--- src/rtl/vtg_pkg.sv ---
`timescale 1ns/1ps
package vtg_pkg;
  localparam int DATA_W = 32;
  localparam int ADDR_W = 4;
  localparam int HI_LSB = 16;

  typedef enum logic [ADDR_W-1:0] {
    A_CTRL   = 4'h0,
    A_LINE   = 4'h1,
    A_FRAME  = 4'h2,
    A_VWIDTH = 4'h3,
    A_HWIN   = 4'h4,
    A_VFIRST = 4'h5,
    A_VLAST  = 4'h6,
    A_SKEW   = 4'h7,
    A_POL    = 4'h8,
    A_BORDER = 4'h9,
    A_FILL   = 4'hA,
    A_IRQCLR = 4'hB
  } vtg_addr_e;

  // true on the last count of a period of length per
  function automatic logic f_last(input logic [31:0] cnt, input logic [31:0] per);
    return (cnt + 32'd1) >= per;
  endfunction

  // inclusive range test
  function automatic logic f_between(input logic [31:0] x, input logic [31:0] lo,
                                     input logic [31:0] hi);
    return (x >= lo) && (x <= hi);
  endfunction
endpackage

--- src/rtl/vtg_regs.sv ---
`timescale 1ns/1ps
module vtg_regs import vtg_pkg::*; #(
  parameter int HW = 12,
  parameter int FW = 24,
  parameter int CW = 24
) (
  input  logic              clk,
  input  logic              rst_n,
  input  logic              wr_en,
  input  logic [ADDR_W-1:0] wr_addr,
  input  logic [DATA_W-1:0] wr_data,
  output logic              en_req,
  output logic [HW-1:0]     hper,
  output logic [HW-1:0]     hsw,
  output logic [HW-1:0]     hfirst,
  output logic [HW-1:0]     hlast,
  output logic [FW-1:0]     fper,
  output logic [FW-1:0]     vsw,
  output logic [FW-1:0]     vfirst,
  output logic [FW-1:0]     vlast,
  output logic [HW-1:0]     skew,
  output logic              pol_h,
  output logic              pol_v,
  output logic [CW-1:0]     border,
  output logic [CW-1:0]     fill,
  output logic              recover,
  output logic              irq_clr
);
  logic unused_wr;
  assign unused_wr = ^wr_data;

  assign irq_clr = wr_en && (wr_addr == A_IRQCLR) && wr_data[0];

  always_ff @(posedge clk or negedge rst_n) begin
    if (!rst_n) begin
      en_req <= 1'b0; hper <= '0; hsw <= '0; hfirst <= '0; hlast <= '0;
      fper <= '0; vsw <= '0; vfirst <= '0; vlast <= '0; skew <= '0;
      pol_h <= 1'b0; pol_v <= 1'b0; border <= '0; fill <= '0; recover <= 1'b0;
    end else if (wr_en) begin
      case (wr_addr)
        A_CTRL:   en_req <= wr_data[0];
        A_LINE:   begin hper <= wr_data[HW-1:0]; hsw <= wr_data[HI_LSB+HW-1:HI_LSB]; end
        A_FRAME:  fper <= wr_data[FW-1:0];
        A_VWIDTH: vsw <= wr_data[FW-1:0];
        A_HWIN:   begin hfirst <= wr_data[HW-1:0]; hlast <= wr_data[HI_LSB+HW-1:HI_LSB]; end
        A_VFIRST: vfirst <= wr_data[FW-1:0];
        A_VLAST:  vlast <= wr_data[FW-1:0];
        A_SKEW:   skew <= wr_data[HW-1:0];
        A_POL:    begin pol_h <= wr_data[0]; pol_v <= wr_data[1]; end
        A_BORDER: border <= wr_data[CW-1:0];
        A_FILL:   begin fill <= wr_data[CW-1:0]; recover <= wr_data[DATA_W-1]; end
        default:  ;
      endcase
    end
  end
endmodule

--- src/rtl/vtg_counters.sv ---
`timescale 1ns/1ps
module vtg_counters import vtg_pkg::*; #(
  parameter int HW = 12,
  parameter int FW = 24
) (
  input  logic          clk,
  input  logic          rst_n,
  input  logic          en_req,
  input  logic [HW-1:0] hper,
  input  logic [FW-1:0] fper,
  output logic          run,
  output logic [HW-1:0] hcnt,
  output logic [FW-1:0] fcnt,
  output logic          line_last,
  output logic          frame_last,
  output logic          stop_evt,
  output logic          frame_start
);
  assign line_last   = run && f_last(32'(hcnt), 32'(hper));
  assign frame_last  = run && f_last(32'(fcnt), 32'(fper));
  assign stop_evt    = frame_last && !en_req;
  assign frame_start = run && (hcnt == '0) && (fcnt == '0);

  always_ff @(posedge clk or negedge rst_n) begin
    if (!rst_n) begin
      run <= 1'b0; hcnt <= '0; fcnt <= '0;
    end else if (!run) begin
      run <= en_req; hcnt <= '0; fcnt <= '0;
    end else if (stop_evt) begin
      run <= 1'b0; hcnt <= '0; fcnt <= '0;
    end else begin
      hcnt <= (line_last || frame_last) ? '0 : hcnt + HW'(1);
      fcnt <= frame_last ? '0 : fcnt + FW'(1);
    end
  end
endmodule

--- src/rtl/vtg_pixel.sv ---
`timescale 1ns/1ps
module vtg_pixel import vtg_pkg::*; #(
  parameter int HW = 12,
  parameter int FW = 24,
  parameter int CW = 24
) (
  input  logic          clk,
  input  logic          rst_n,
  input  logic          run,
  input  logic [HW-1:0] hcnt,
  input  logic [FW-1:0] fcnt,
  input  logic          frame_last,
  input  logic          stop_evt,
  input  logic [HW-1:0] hsw,
  input  logic [FW-1:0] vsw,
  input  logic [HW-1:0] hfirst,
  input  logic [HW-1:0] hlast,
  input  logic [FW-1:0] vfirst,
  input  logic [FW-1:0] vlast,
  input  logic [HW-1:0] skew,
  input  logic          pol_h,
  input  logic          pol_v,
  input  logic [CW-1:0] border,
  input  logic [CW-1:0] fill,
  input  logic          recover,
  input  logic          pix_valid,
  input  logic          pix_underflow,
  input  logic [CW-1:0] pix_in,
  output logic          hsync,
  output logic          vsync,
  output logic          de,
  output logic [CW-1:0] pix_out,
  output logic          uf_hold
);
  logic hs_act, vs_act, in_cols, in_rows, uf_now;

  assign hs_act  = run && (32'(hcnt) < 32'(hsw));
  assign vs_act  = run && (32'(fcnt) < 32'(vsw));
  assign in_cols = f_between(32'(hcnt), 32'(hfirst), 32'(hlast));
  assign in_rows = f_between(32'(fcnt), 32'(vfirst) + 32'(skew), 32'(vlast) + 32'(skew));
  assign de      = run && in_cols && in_rows;
  assign uf_now  = de && pix_underflow;
  assign hsync   = hs_act ^ pol_h;
  assign vsync   = vs_act ^ pol_v;

  always_comb begin
    if (!de)                    pix_out = '0;
    else if (uf_hold || uf_now) pix_out = fill;
    else if (pix_valid)         pix_out = pix_in;
    else                        pix_out = border;
  end

  always_ff @(posedge clk or negedge rst_n) begin
    if (!rst_n)                                        uf_hold <= 1'b0;
    else if (!run || stop_evt || (frame_last && recover)) uf_hold <= 1'b0;
    else if (uf_now)                                   uf_hold <= 1'b1;
  end
endmodule

--- src/rtl/vtg_top.sv ---
`timescale 1ns/1ps
module vtg_top import vtg_pkg::*; #(
  parameter int HW = 12,
  parameter int FW = 24,
  parameter int CW = 24
) (
  input  logic              clk,
  input  logic              rst_n,
  input  logic              wr_en,
  input  logic [ADDR_W-1:0] wr_addr,
  input  logic [DATA_W-1:0] wr_data,
  input  logic              pix_valid,
  input  logic              pix_underflow,
  input  logic [CW-1:0]     pix_in,
  output logic              hsync,
  output logic              vsync,
  output logic              de,
  output logic [CW-1:0]     pix_out,
  output logic              irq
);
  logic          en_req, pol_h, pol_v, recover, irq_clr;
  logic [HW-1:0] hper, hsw, hfirst, hlast, skew, hcnt;
  logic [FW-1:0] fper, vsw, vfirst, vlast, fcnt;
  logic [CW-1:0] border, fill;
  logic          run, line_last, frame_last, stop_evt, frame_start, uf_hold;

  vtg_regs #(.HW(HW), .FW(FW), .CW(CW)) u_regs (
    .clk(clk), .rst_n(rst_n), .wr_en(wr_en), .wr_addr(wr_addr), .wr_data(wr_data),
    .en_req(en_req), .hper(hper), .hsw(hsw), .hfirst(hfirst), .hlast(hlast),
    .fper(fper), .vsw(vsw), .vfirst(vfirst), .vlast(vlast), .skew(skew),
    .pol_h(pol_h), .pol_v(pol_v), .border(border), .fill(fill), .recover(recover),
    .irq_clr(irq_clr));

  vtg_counters #(.HW(HW), .FW(FW)) u_cnt (
    .clk(clk), .rst_n(rst_n), .en_req(en_req), .hper(hper), .fper(fper),
    .run(run), .hcnt(hcnt), .fcnt(fcnt), .line_last(line_last),
    .frame_last(frame_last), .stop_evt(stop_evt), .frame_start(frame_start));

  vtg_pixel #(.HW(HW), .FW(FW), .CW(CW)) u_pix (
    .clk(clk), .rst_n(rst_n), .run(run), .hcnt(hcnt), .fcnt(fcnt),
    .frame_last(frame_last), .stop_evt(stop_evt), .hsw(hsw), .vsw(vsw),
    .hfirst(hfirst), .hlast(hlast), .vfirst(vfirst), .vlast(vlast), .skew(skew),
    .pol_h(pol_h), .pol_v(pol_v), .border(border), .fill(fill), .recover(recover),
    .pix_valid(pix_valid), .pix_underflow(pix_underflow), .pix_in(pix_in),
    .hsync(hsync), .vsync(vsync), .de(de), .pix_out(pix_out), .uf_hold(uf_hold));

  // sticky event flag: set has priority over a software clear
  always_ff @(posedge clk or negedge rst_n) begin
    if (!rst_n)                       irq <= 1'b0;
    else if (frame_start || stop_evt) irq <= 1'b1;
    else if (irq_clr)                 irq <= 1'b0;
  end
endmodule

--- config.mk ---
export PLATFORM = sky130hd
export DESIGN_NAME = vtg_top
export DESIGN_NICKNAME = d
export VERILOG_FILES = /design/src/rtl/vtg_pkg.sv /design/src/rtl/vtg_regs.sv /design/src/rtl/vtg_counters.sv /design/src/rtl/vtg_pixel.sv /design/src/rtl/vtg_top.sv
export SDC_FILE = /design/constraint.sdc
export NUM_CORES = 1
export LEC_CHECK = 0
export ABC_AREA = 1
export BUFFER_PORTS_ARGS = -buffer_cell sky130_fd_sc_hd__buf_2
export CAP_MARGIN = 10
export CORE_MARGIN = 3
export CORE_UTILIZATION = 54
export DETAILED_ROUTE_END_ITERATION = 16
export GPL_TIMING_DRIVEN = 0
export HOLD_SLACK_MARGIN = 0.08
export PLACE_DENSITY = 0.81
export SYNTH_ARGS = -nofsm -noshare
export SYNTH_HDL_FRONTEND = slang
export SYNTH_SLANG_ARGS = --single-unit
--- constraint.sdc ---
create_clock -name clk -period 7.3 [get_ports clk]
set_input_delay 0.365 -clock clk [delete_from_list [all_inputs] [get_ports clk]]
set_output_delay 0.365 -clock clk [all_outputs]
set_load 0.01 [all_outputs]
* Yosys cells after proc, flatten, opt, wreduce, memory -nomap -nowiden
Cells that the tools add are included.
** Operators by class
- Add/subtract/negate cells :: 6
- Magnitude comparators :: 8
- Equal/unequal tests :: 11
- Mux-type cells :: 15
- Bitwise operators :: 2
- Reductions and logical operators :: 38
** Operators with widths (number)
- $mux W24 :: 6
- $add A24 B12 Y25 :: 2
- $mux W12 :: 3
- $ge A24 B32 Y1 :: 1
- $ge A32 B12 Y1 :: 1
- $ge A32 B24 Y1 :: 1
- $le A24 B32 Y1 :: 1
- $add A24 B1 Y25 const B :: 1
- $add A24 B1 Y24 const B :: 1
- $logic_not A24 Y1 :: 1
- $lt A24 B24 Y1 :: 1
- $reduce_and A2 Y1 :: 11
- $eq A4 B3 Y1 const B :: 4
- $eq A4 B4 Y1 const B :: 4
- $logic_and A1 B1 Y1 :: 15
- $add A12 B1 Y13 const B :: 1
- $add A12 B1 Y12 const B :: 1
- $ge A12 B12 Y1 :: 1
- $le A12 B12 Y1 :: 1
- $logic_not A12 Y1 :: 1
- $lt A12 B12 Y1 :: 1
- $eq A4 B2 Y1 const B :: 2
- $mux W1 :: 6
- $logic_or A1 B1 Y1 :: 5
- 5 further kinds :: 8
** Storage, ports and cells
- Register bits :: 247
- Input port bits :: 65
- Output and inout port bits :: 28
- Logic and storage cells :: 100

* Logic depth before layout (Yosys ltp)
Gate-level depths: netlist of run 1.
- Depth in word-level cells :: 8
- Gate-level depth with buffers :: 29
- Gate-level depth less buffers :: 28

* By module
A second synthesis of run 1 with hierarchy kept.
** Unflattened totals
- Cell total of the unflattened synthesis :: 2245
- Area, all modules :: 17027.6 um2
** Modules (own cells, without submodules)
- vtg_regs :: times used 1, cells an instance 1001, area an instance 8748.4 um2, sequential area each 5205.0 um2
- vtg_pixel :: times used 1, cells an instance 798, area an instance 5084.9 um2, sequential area each 25.0 um2
- vtg_counters :: times used 1, cells an instance 441, area an instance 3154.3 um2, sequential area each 925.9 um2
- vtg_top :: times used 1, cells an instance 5, area an instance 40.0 um2, sequential area each 25.0 um2

* Worst setup path after synthesis of run 1
No wires, ideal clock.
- Path type :: reg2out
- Start :: reg u_regs.skew[0]
- End :: out pix_out[13]
- Arrival :: 3601 ps
- Data required time :: 6935 ps
- Path slack :: 3334 ps
- Cell stages (with the launch flop) :: 28
- Buffers on the path :: 1
- Cell sequence :: dfrtp_1 ha_1 inv_1 fa_1 inv_1 nand3_1 nand2_1 nand2_1 nand2_1 a21oi_1 o21ai_0 nand3_1 nor2_1 nand2_1 xnor2_1 inv_1 ha_1 nand2_1 nor2_1 nand4_1 nor2_2 nand3_1 nand2_1 nand2_1 nor2_4 buf_6 o31ai_1 a21oi_1
** Between the ends
- Cells in the longest elaborated chain, start to end :: 8
- Elaborated cells on any way between the ends :: 10
- Those cells by class :: add/sub: 2; order compare: 2; mux: 2; reduce/logical: 4
** Ends and longest elaborated chain
- start, declared :: RTL line vtg_regs.sv:21 : output logic [HW-1:0] skew,
- start signal, assigned :: RTL line vtg_regs.sv:48 : A_SKEW: skew <= wr_data[HW-1:0];
- $add A24 B12 Y25 :: RTL line vtg_pixel.sv:40 : assign in_rows = f_between(32'(fcnt), 32'(vfirst) + 32'(skew), 32'(vlast) + 32'(skew));
- $ge A24 B32 Y1 / $le A24 B32 Y1 (equally long branches) :: RTL line vtg_pkg.sv:30 : return (x >= lo) && (x <= hi);
- $logic_and A1 B1 Y1 (*) :: RTL line vtg_pkg.sv:30
- $logic_and A1 B1 Y1 (*) :: RTL line vtg_pixel.sv:41 : assign de = run && in_cols && in_rows;
- $logic_and A1 B1 Y1 :: RTL line vtg_pixel.sv:42 : assign uf_now = de && pix_underflow;
- $logic_or A1 B1 Y1 :: RTL line vtg_pixel.sv:48 : else if (uf_hold || uf_now) pix_out = fill;
- $mux W24 :: RTL line vtg_pixel.sv:48
- $mux W24 (*) :: RTL line vtg_pixel.sv:47 : if (!de) pix_out = '0;
- end, declared :: RTL line vtg_top.sv:18 : output logic [CW-1:0] pix_out,
Mark *: on every way between the ends. The rest lies on a longest branch, timed or not.

* Worst setup path in the final report of run 1
- Start :: reg u_regs.skew[0]
- End :: out pix_out[14]
The elaborated chain is that of the path after synthesis.

==> results of run 1 <==
-- cells by family (layout without fill, tap and decap cells) --
kind of cell / count (synthesis) / count (layout) / share of synthesized area [%]
AND/OR/NAND/NOR: 721 / 721 / 19.8
adder cells (fa/ha/maj): 172 / 172 / 13.9
XOR/XNOR: 67 / 67 / 3.77
AO/OA/AOI/OAI: 406 / 406 / 13.8
flip-flops: 247 / 247 / 39.7
buffers and inverters: 357 / 525 / 8.94
multiplexers: 1 / 1 / 0.0724
-- state kept, by name, indices dropped and copies added, names as in the netlist, 24 cells and up --
signal,flops
u_regs.vlast,24
u_regs.fper,24
u_regs.fill,24
u_regs.vsw,24
u_regs.vfirst,24
u_regs.border,24
u_cnt.fcnt,24
-- stage by stage --
stage               cell area (um2)  power (mW)  utilization (%)  hold slack [ps]
floorplan                     15600        3.02                -             69.4
global placement              16500        3.39             58.6              468
detailed placement            16500        3.50             58.9              249
CTS                           17800        5.08             63.5             90.1
global route                  17800        5.45             63.5              108
finish                        17800        5.10             63.5              113
-- worst register-to-register path: cells and delay by family (launching register included) --
| kind | cells | cell delay (ps) |
|---|---|---|
| AO/OA/AOI/OAI | 2 | 400 |
| adder cells (fa/ha/maj) | 3 | 870 |
| XOR/XNOR | 1 | 170 |
| flip-flops | 1 | 390 |
| AND/OR/NAND/NOR | 17 | 2020 |
| buffers and inverters | 4 | 350 |
-- cell usage in the layout (no fill, tap or decap), drive strengths merged, types with 17 or more instances in the layout --
master and count:
buf 99, nand4 22, nor2 130, dlygate4sd3 27, nand2 477, nand3 52, o21ai 266, xor2 48
xnor2 19, dfrtp 247, nor3 17, ha 170, clkbuf 89, inv 300, a21oi 99
-- final cells by class --
type / count / area [um2] / share of cell area, %
Tap cell: 378 / 473 / 2.65
Clock inverter: 12 / 216 / 1.21
Clock buffer: 39 / 812 / 4.55
Buffer: 59 / 273 / 1.53
Multi-Input combinational cell: 1367 / 7990 / 44.8
Timing Repair Buffer: 117 / 776 / 4.35
Sequential cell: 247 / 6180 / 34.7
Inverter: 298 / 1120 / 6.27
-- how the worst min path moves through the flow --
stage | to | from | slack, ps | cells after the start
floorplan | irq$_DFFE_PN0P_ | rst_n | 70 | 0
CTS | u_regs.fill[14]$_DFFE_PN0P_ | wr_data[14] | 90 | 3
global placement | u_regs.fper[16]$_DFFE_PN0P_ | u_regs.fper[16]$_DFFE_PN0P_ | 470 | 2
finish | u_regs.border[13]$_DFFE_PN0P_ | wr_data[13] | 110 | 3
global route | u_regs.fill[14]$_DFFE_PN0P_ | wr_data[14] | 110 | 3
detailed placement | u_regs.vlast[17]$_DFFE_PN0P_ | rst_n | 250 | 1
-- metal layers --
layer	vias up	track usage (%)
met4	0	15.2
met5	-	0
met2	638	46.3
met1	6636	36.5
met3	149	5.90
li1	6698	-
-- power by group through the flow --
| stage | Combinational, mW | Sequential (mW) | Clock [mW] |
|---|---|---|---|
| after floorplan | 1.19 | 1.83 | 0 |
| after detailed placement | 1.60 | 1.90 | 0 |
| after global placement | 1.50 | 1.89 | 0 |
| final | 1.65 | 1.89 | 1.56 |
| after CTS | 1.64 | 1.88 | 1.56 |
| after global routing | 1.91 | 1.92 | 1.62 |
==> results.json, run 1 <==
{
  "cts_root_buf": "clkbuf_16",
  "avgRoutedWirePerCell_um": 17.6,
  "netlist_area_mm2": 0.0156,
  "r2r_cells": 27,
  "ios": 93,
  "yosysTopAreaCell": "dfrtp_1",
  "status": "finished, final reports clean",
  "fmax_ghz": 0.177,
  "place.gp.congestion": 0.936,
  "synth-edff-count": 0,
  "cts_setup_buffers": 0,
  "rr_endpoint": "u_pix.uf_hold$_DFFE_PN0P_",
  "peakVddDrop_mv": 0.181,
  "finalHoldViolCount": 0,
  "ant_nets": 0,
  "ys.flop_type": "dfrtp_1",
  "antenna_cells": 0,
  "dieArea_mm2": 0.0309,
  "fp-row-count": 61,
  "grt_use_total_pct": 28.7,
  "p_leak_nw": 9.23,
  "min_period_over_period_pct": 77.6,
  "switching_share_pct": 36.0,
  "internal_power_mw": 3.26,
  "wl_met3_mm": 3.99,
  "vias": 14121,
  "path_clk_slew_ps": 60,
  "required_ps": 6930,
  "grt_pass1_vias": 14183,
  "place_worst_setup_slack_ps": 2300,
  "cts_tree": "built",
  "synth_top_area_share_pct": 39.7,
  "crit_buf_inv": 5,
  "ys_seq_area_share_pct": 39.7,
  "switchingPower_mw": 1.84,
  "synthCells": 1971,
  "cp_num_cells": 28,
  "yosysMostFrequentCell": "nand2_1",
  "maxCapViolations": 0,
  "power-per-cell-area_mw_per_mm2": 286,
  "p_seq_share_pct": 37.1,
  "top_layer_used": "met4",
  "slew_violations": 0,
  "critPathSlowestCell": "fa_1",
  "fillers": 2317,
  "clkPwrFrac_pct": 30.5,
  "synthArstFlopShare_pct": 100,
  "routed_wl_mm": 44.2,
  "syn-num-nets": 2208,
  "worstPathMaxFanout": 10,
  "max_slew.worst_pin.slew_ps": 672,
  "cts_buffer_depth": 3,
  "fp.dieH_um": 176,
  "antenna_found_initial": 3,
  "cts_buffers": 28,
  "p_comb_share_pct": 32.4,
  "timing.rr.start": "u_regs.skew[0]$_DFFE_PN0P_",
  "syn_to_final_growth_pct": 14.6,
  "fin_ws_ps": 1640,
  "core_mm2": 0.0281,
  "ctsResizeCount": 0,
  "critPathMaxStageDelay_ps": 400,
  "drc_errors": 0,
  "cp_common_cell": "nand2_1",
  "worst-r2r-setup-slack_ps": 2990,
  "finalSetupTns_ps": 0,
  "ys_ff_latch": 247,
  "insertion_delay_ps": 560,
  "hold_path_class": "input port to register",
  "max_slew_margin_pct": 55.2,
  "rsz0062_at_grt": "false",
  "hpwlAfterDp_mm": 32.4,
  "vias_per_cell": 5.61,
  "h-tree-depth": 1,
  "final_nets": 2355,
  "portBuffers": 88,
  "route.met2.wl_mm": 19.9,
  "cp-end-kind": "output pin",
  "setup.worst_path.end": "pix_out[14]",
  "cp-startpoint": "u_regs.skew[0]$_DFFE_PN0P_",
  "grt_max_degree": 113,
  "grt.overflow.total": 0,
  "period_minus_slack_ps": 5660,
  "drive_gt1_share_pct": 9.07,
  "first_pass_iters": 5,
  "wl_met1_mm": 17.7,
  "floorplan.initialDensity_pct": 55.4,
  "die_w_um": 176,
  "arrival_ps": 5300,
  "setup_violations": 0,
  "yosys_warnings": 0,
  "ys_top_cells_by_area": "dfrtp_1, ha_1, nand2_1, o21ai_0, inv_1",
  "dp.cells": 2439,
  "synth.avg_cell_area_um2": 7.89,
  "path_delay_family": "simple AND/OR/NAND/NOR gates",
  "layout.cells.non_filler": 2517,
  "cts.sinks": 247,
  "critPathKind": "register to output pin",
  "cts_hold_buf": 27,
  "first_iter_violations": 1182,
  "start_kind": "register",
  "grt_pass1_wl_mm": 71.4,
  "synth.distinct_cells": 49,
  "yosys-top-cells-count": "nand2_1, inv_1, o21ai_0, dfrtp_1, ha_1",
  "finalClockSkew_ps": 16.3
}
Power figures use the tool's default switching activity.
==> run 2: changes to the inputs <==
--- a/config.mk
+++ b/config.mk
@@ -13,7 +13,7 @@
 export DETAILED_ROUTE_END_ITERATION = 16
 export GPL_TIMING_DRIVEN = 0
 export HOLD_SLACK_MARGIN = 0.08
-export PLACE_DENSITY = 0.81
+export PLACE_DENSITY = 0.84
 export SYNTH_ARGS = -nofsm -noshare
 export SYNTH_HDL_FRONTEND = slang
 export SYNTH_SLANG_ARGS = --single-unit
==> constraint.sdc (replaced) <==
create_clock -name clk -period 5 [get_ports clk]
set_input_delay 0.25 -clock clk [delete_from_list [all_inputs] [get_ports clk]]
set_output_delay 0.25 -clock clk [all_outputs]
set_load 0.01 [all_outputs]
==> run 2 against run 1 <==
Effect of this change:
- total power grew 45%
- combinational power increased by 54%
- non-clock buffer count is 26 higher
- critical endpoint is now pix_out[21]
- largest power group unchanged
==> results.json, run 2 (same netlist as run 1, synthesis figures left out) <==
{
  "holdPathEnd": "u_regs.en_req$_DFFE_PN0P_",
  "required_ps": 4750,
  "worstPathMaxFanout": 10,
  "layout_commonest_cell": "nand2_1",
  "finalClockSkew_ps": 15.3,
  "ant_nets": 0,
  "critPathKind": "register to output pin",
  "core_mm2": 0.0281,
  "r2r_cells": 18,
  "fin_ws_ps": 148,
  "cts_tree": "built",
  "max_slew.worst_pin.slew_ps": 678,
  "place_worst_setup_slack_ps": 216,
  "first_iter_violations": 1511,
  "rr_endpoint": "u_pix.uf_hold$_DFFE_PN0P_",
  "grt_pass1_wl_mm": 72.2,
  "timing.rr.start": "u_cnt.fcnt[1]$_DFF_PN0_",
  "ios": 93,
  "path_clk_slew_ps": 60,
  "status": "finished, final reports clean",
  "antenna_found_initial": 5,
  "whs_path_depth": 4,
  "vias": 14724,
  "max_slew_margin_pct": 54.8,
  "maxCapViolations": 0,
  "mostFrequentLayoutCells": "nand2_1, inv_1, o21ai_0, dfrtp_1, ha_1",
  "regArea_mm2": 0.00618,
  "cp_common_cell": "nand2_2",
  "floorplan.initialDensity_pct": 55.4,
  "grt_max_degree": 105,
  "critPathMaxStageDelay_ps": 380,
  "finalHoldViolCount": 0,
  "routed_wl_mm": 46.5,
  "hold_path_class": "input port to register",
  "cp-end-kind": "output pin",
  "period_minus_slack_ps": 4850,
  "h-tree-depth": 1,
  "drc_errors": 0,
  "portBuffers": 88,
  "syn_to_final_growth_pct": 17.4,
  "fp-row-count": 61,
  "cts_buffers": 27,
  "grt.overflow.total": 0,
  "dieArea_mm2": 0.0309,
  "start_kind": "register",
  "setup_violations": 0,
  "die_w_um": 176,
  "multi_input_area_mm2": 0.00821,
  "critPathSlowestCell": "dfrtp_1",
  "grt_pass1_vias": 14469,
  "final_nets": 2380,
  "power-per-cell-area_mw_per_mm2": 406,
  "arrival_ps": 4600,
  "fp.dieH_um": 176,
  "hpwlAfterDp_mm": 32.6,
  "fillers": 2219,
  "cts_buffer_depth": 3,
  "grt_use_total_pct": 29.0,
  "first_pass_iters": 7,
  "worst-r2r-setup-slack_ps": 990,
  "cts_root_buf": "clkbuf_16",
  "hp-start": "wr_addr[2]",
  "place.gp.congestion": 0.940,
  "vias_per_cell": 5.79,
  "slew_violations": 0,
  "insertion_delay_ps": 540,
  "avgRoutedWirePerCell_um": 18.3,
  "cts.sinks": 247,
  "min_period_over_period_pct": 97.0,
  "peakVddDrop_mv": 0.326,
  "drive_gt1_share_pct": 11.7,
  "power_mw": 7.41,
  "fmax_ghz": 0.206,
  "p_leak_nw": 9.35
}
## run 2: cell count changes in the layout (fill, tap and decap cells not counted), sizes merged
cell,delta
buf,+20
bufinv,-1
clkinv,+1
clkinvlp,-1
diode,+3
dlygate4sd3,+5
inv,-2
## run 2: layout make-up
class                           count  share of cell area [%]
Clock buffer                       38                    4.26
Clock inverter                      9                   0.829
Antenna cell                        3                  0.0411
Sequential cell                   247                    33.9
Inverter                          298                    6.13
Timing Repair Buffer              143                    5.73
Multi-Input combinational cell   1367                    45.0
Tap cell                          378                    2.59
Buffer                             59                    1.60
## run 2: critical path: cells and delay by family, from the launching register on
family          cells  cell delay (ps)
compound gates      3              460
buf+inv             6              600
fa+ha+maj           3              830
simple gates       16             1640
xor+xnor            1              150
flops               1              380
## run 2: repair_timing
action | in CTS | in global routing
hold endpoints to repair | 109 | 0
setup buffers | 2 | 17
gates cloned | 0 | 2
pin swaps | 1 | 26
hold buffers | 32 | 0
endpoints found under the setup margin | 25 | 25
resized for setup | 12 | 60
## run 2: routing by layer
| metal | GRT usage, % | routed length, um | vias up |
|---|---|---|---|
| li1 | - | - | 6722 |
| met1 | 36.7 | 18000 | 7029 |
| met2 | 48.9 | 22000 | 795 |
| met3 | 4.78 | 4180 | 174 |
| met4 | 13.1 | 2300 | 4 |
| met5 | 0 | 23 | - |
## run 2: per-stage QoR
stage	std cells	hold slack [ps]	setup TNS, ps	instance area, um2	util, %
floorplan	1971	-45.6	0	15600	-
global placement	2437	465	-169240	16500	58.6
detailed placement	2439	187	0	16500	58.9
CTS	2520	91.0	0	17800	63.5
global route	2540	134	-2030	18300	65.0
finish	2542	116	0	18300	65.0
## run 2: how the worst max path moves through the flow
stage | start | to | slack, ps | cells past startpoint
6_report | u_regs.skew[0]$_DFFE_PN0P_ | pix_out[21] | 150 | 29
5_1_grt | u_regs.skew[0]$_DFFE_PN0P_ | pix_out[8] | -120 | 29
3_3_place_gp | rst_n | u_regs.border[7]$_DFFE_PN0P_ | -720 | 1
4_1_cts | u_regs.skew[0]$_DFFE_PN0P_ | pix_out[14] | 3 | 26
2_1_floorplan | u_regs.skew[0]$_DFFE_PN0P_ | pix_out[13] | 1150 | 27
3_5_place_dp | u_regs.skew[0]$_DFFE_PN0P_ | pix_out[14] | 220 | 28
## run 2: report_power, final
group          switching [mW]  total (mW)  leakage [nW]  internal, mW
Clock                   0.827        2.11         0.454          1.28
Sequential              0.349        2.76          3.12          2.41
Combinational            1.54        2.54          5.77          1.01
Total                    2.71        7.41          9.35          4.70
